[src/rtl/pwm_divtimer_periph.sv]
module pwm_divtimer_periph #(
  parameter int ADDR_W = 12,
  parameter int DATA_W = 16,
  parameter int CODE_W = 3,
  parameter int TMR_W = 8,
  parameter logic [ADDR_W-1:0] DUTY_ADDR = 12'h040,
  parameter logic [ADDR_W-1:0] TSEL_ADDR = 12'h080
) (
  input  logic              clk,
  input  logic              rst_n,
  input  logic [ADDR_W-1:0] bus_addr,
  input  logic [DATA_W-1:0] bus_wdata,
  input  logic              bus_we,
  output logic              pwm_out,
  output logic              tmr_out
);
  localparam int MAX_TAP = TMR_W - 2;
  localparam logic [CODE_W-1:0] TOP_STEP = {CODE_W{1'b1}};
  localparam logic [CODE_W-1:0] MIN_DUTY = CODE_W'(1);
  localparam logic [CODE_W-1:0] TAP_LIM = CODE_W'(MAX_TAP);

  logic [CODE_W-1:0] duty_code, duty_live, step;
  logic [CODE_W-1:0] tsel_code, tap;
  logic [TMR_W-1:0]  tcnt;
  logic              duty_hit, tsel_hit, wrap;

  assign duty_hit = bus_we && (bus_addr == DUTY_ADDR);
  assign tsel_hit = bus_we && (bus_addr == TSEL_ADDR);
  assign wrap     = (step == TOP_STEP);

  always_ff @(posedge clk) begin
    if (!rst_n) begin
      duty_code <= '0;
      tsel_code <= '0;
    end else begin
      if (duty_hit) duty_code <= bus_wdata[CODE_W-1:0];
      if (tsel_hit) tsel_code <= bus_wdata[CODE_W-1:0];
    end
  end

  always_ff @(posedge clk) begin
    if (!rst_n) begin
      step      <= '0;
      duty_live <= MIN_DUTY;
    end else begin
      step <= step + 1'b1;
      if (wrap) duty_live <= (duty_code == '0) ? MIN_DUTY : duty_code;
    end
  end

  always_ff @(posedge clk) begin
    if (!rst_n) tcnt <= '0;
    else        tcnt <= tcnt + 1'b1;
  end

  assign pwm_out = (step < duty_live);
  assign tap     = (tsel_code > TAP_LIM) ? TAP_LIM : tsel_code;
  assign tmr_out = tcnt[tap];


  period_start_high_chk: assert property (@(posedge clk) disable iff (!rst_n)
    (step == '0) |-> pwm_out);


  period_end_low_chk: assert property (@(posedge clk) disable iff (!rst_n)
    wrap |-> !pwm_out);


  duty_boundary_chk: assert property (@(posedge clk) disable iff (!rst_n)
    !wrap |=> $stable(duty_live));


  duty_hold_chk: assert property (@(posedge clk) disable iff (!rst_n)
    !duty_hit |=> $stable(duty_code));


  tsel_hold_chk: assert property (@(posedge clk) disable iff (!rst_n)
    !tsel_hit |=> $stable(tsel_code));


  tcnt_run_chk: assert property (@(posedge clk) disable iff (!rst_n)
    1'b1 |=> (tcnt == $past(tcnt) + 1'b1));
endmodule

[config.mk]
export PLATFORM = sky130hd
export DESIGN_NAME = pwm_divtimer_periph
export DESIGN_NICKNAME = d
export VERILOG_FILES = /design/src/rtl/pwm_divtimer_periph.sv
export SDC_FILE = /design/constraint.sdc
export NUM_CORES = 1
export LEC_CHECK = 0
export ABC_AREA = 1
export CORE_MARGIN = 2
export CORE_UTILIZATION = 59
export DETAILED_ROUTE_END_ITERATION = 7
export DONT_BUFFER_PORTS = 1
export GPL_TIMING_DRIVEN = 0
export PLACE_DENSITY = 0.79
export RECOVER_POWER = 25
export SLEW_MARGIN = 25
export SYNTH_ARGS = -nofsm -noshare
export SYNTH_HDL_FRONTEND = slang
export SYNTH_SLANG_ARGS = --single-unit
export TNS_END_PERCENT = 30
[constraint.sdc]
create_clock -name clk -period 1.2 [get_ports clk]
set_input_delay 0.12 -clock clk [delete_from_list [all_inputs] [get_ports clk]]
set_output_delay 0.12 -clock clk [all_outputs]
set_load 0.03 [all_outputs]
==> metrics.cfg <==
[clock_tree]
post_cts_buffers=0
ctsRootBufferMaster=clkbuf_4
clock-sinks=19
cts_tree=done
clk_pin_slew_worst_paths_ns=0.11
htreeDepth=1
numCtsBuffers=3
clockBufferDepth=2
clock_latency_ns=0.29

[detailed_routing]
drc=0
wl_per_cell_um=10.3
m1WireLength_um=767
wl_met2_um=674
drt_iter0_drc=8
dr_total_vias=783
avgViaCountPerCell=5.26
wl_met3_um=67
wl_um=1540
first_pass_iters=4
ant_nets=0
top_layer_used=met4

[worst_hold_path]
hold_path_end=duty_code[1]
min_from=bus_wdata[1]
hp-class=in2reg
whs_path_depth=4

[logic_synthesis]
synth_cell_types=16
syn_nets=164
synth.avg_cell_area_um2=7.15
yosysSeqAreaShare_pct=41.6
synth-edff-count=0
synth_top_area_cell=dfxtp_1
ys.flop_type=dfxtp_1
ys_warn_count=0
synth_area_leaders=dfxtp_1 42%, nand2_1 10%, inv_1 9.0%, a21oi_1 7.7%, ha_1 6.8%
synthArstFlopShare_pct=0
syn-cell-area_um2=915
synth_top_area_share_pct=41.6
synthCells=128
synth_seq_cells=19
synthTopCellsByCount=25 x nand2_1, 22 x inv_1, 19 x dfxtp_1, 15 x nor2_1, 14 x a21oi_1
synth.most_common_cell=nand2_1

[floorplanning]
io_pins=33
core_mm2=0.00147
die_h_um=43.4
fp-row-count=14
start_util_pct=62.2
die_w_um=43.4
die_area_mm2=0.00188

[global_route]
grt_pass1_wl_um=2750
antenna_found_initial=0
grt_max_degree=12
grt_overflow=0
grt_use_total_pct=18.9
grt_pass1_vias=652

[timing]
hold_viol=0
fmax_ghz=0.699
max_slew_margin_pct=75.2
fin_skew_ns=0.00610
timing.final.setup_violations=2
period_minus_slack_ns=1.43
rsz0062_at_grt=yes
worstMarginPinSlew_ns=0.372
finalCritPeriodShare_pct=119
slew_viol_final=0
finalSetupTns_ns=-0.297
timing.hold.ws_ns=0.0577
setup_ws_ns=-0.231

[worst_setup_path]
rrSetupSlack_ns=0.09
r2r_cells=4
required_ns=1.08
arrival_ns=1.31
r2r-start=step[0]
crit_path_max_fanout=2
crit_type=reg2out
critPathCaptureType=output port
rr_endpoint=duty_live[0]
start_kind=flop

[layout]
fin_nets=170
layout-drive-gt1-share_pct=14.3
fillCellCount=135
n_antenna_cell=0
fin_cells=149
post-route-util_pct=68.0
area_growth_pct=9.44

[place]
hpwl_um=1150
numPortBuffers=0
place.detailed.instances=144
gp_congestion=0.742

[power_and_ir_drop]
p_per_area_mw_per_mm2=1110
power_frac_comb_pct=11.4
p_switching_w=0.000287
switching_share_pct=25.8
p_seq_share_pct=60.0
p_int_w=0.000823
max-vdd-ir-drop_v=0.000626
p_leak_nw=0.452
pwr-share-clk_pct=28.6

[outcome]
violations=negative setup slack
status=finished with violations

[job]
drv_cap=0

cells in the final DEF, fill, tap and decap left out:
cell type | Yosys | routed
a21oi_1 | 14 | 13
dfxtp_2 | 0 | 6
clkbuf_1 | 0 | 1
o21ai_0 | 5 | 5
dfxtp_1 | 19 | 13
a21o_1 | 1 | 1
clkinv_2 | 0 | 1
dlygate4sd3_1 | 0 | 1
nand2_4 | 0 | 1
nand2_1 | 25 | 24
o311ai_0 | 1 | 1
ha_1 | 5 | 4
inv_1 | 22 | 20
o211ai_1 | 3 | 3
inv_2 | 0 | 2
o21ai_1 | 1 | 1
nor2_2 | 4 | 3
nor2_1 | 15 | 16
nand3_1 | 10 | 10
buf_2 | 1 | 1
xnor2_1 | 1 | 1
clkbuf_4 | 0 | 3
a21oi_4 | 0 | 1
ha_4 | 0 | 1
per-stage QoR:
step                      instance area (µm²)  total power, W  worst slack (ns)
after floorplan                           926        0.000775            0.0491
final                                    1000         0.00111            -0.231
after CTS                                1000         0.00112            -0.271
after detailed placement                  946        0.000792           -0.0112
after global placement                    946        0.000787            0.0249
after global routing                     1000         0.00115            -0.270
repair_timing:
| item | in CTS | in global routing |
|---|---|---|
| hold buffers | 1 | 0 |
| endpoints found under the hold margin | 8 | 0 |
| gates resized for setup | 6 | 5 |
| setup endpoints to repair | 2 | 6 |
| pin swaps | 3 | 1 |
flip-flops by register name, summed over array words and instances (netlist names):
signal and count:
step 3, duty_live 3, duty_code 3, tcnt 7
tsel_code 3
power groups by stage:
stage / registers [W] / logic [W] / clock network, W
finish: 0.000666 / 0.000126 / 0.000318
detailed placement: 0.000677 / 0.000115 / 0
floorplan: 0.000673 / 0.000102 / 0
global placement: 0.000676 / 0.000110 / 0
global route: 0.000668 / 0.000141 / 0.000344
CTS: 0.000665 / 0.000127 / 0.000328
cells by family (layout without fill, tap and decap cells):
family	after synthesis	in the layout	share of synthesized area, %
compound gates	25	25	15.2
xor+xnor	1	1	0.958
fa+ha+maj	5	5	6.84
buf+inv	24	29	10.8
flops	19	19	41.6
simple gates	54	54	24.6
worst max-delay path: stages, from the launching register on:
cell     delay (ns)
dfxtp_2        0.33
inv_2          0.06
ha_4           0.19
a21o_1         0.18
a21oi_4        0.25
layer usage:
metal	up-vias	GRT usage (%)
met1	339	26.5
met2	22	28.7
met5	-	0
met4	0	9.09
met3	4	2.92
li1	418	-
worst max-delay path by stage:
stage,start,end,slack [ns],depth (start not counted)
2_1_floorplan,duty_live[1],pwm_out,0.05,4
3_3_place_gp,duty_live[1],pwm_out,0.02,4
3_5_place_dp,duty_live[1],pwm_out,-0.01,4
4_1_cts,duty_live[1],pwm_out,-0.27,4
5_1_grt,duty_live[1],pwm_out,-0.27,4
6_report,duty_live[1],pwm_out,-0.23,4
area by class of cell:
class	count	area [µm²]	area share, %
well taps	16	20.0	2.00
clock buffers	3	22.5	2.25
inverters	22	82.6	8.25
multi-input cells	85	464	46.4
repair buffers	1	10.0	1.00
plain buffers	2	8.76	0.875
flip-flops and latches	19	388	38.8
clock inverters	1	5.00	0.500
Power figures use the tool's default switching activity.
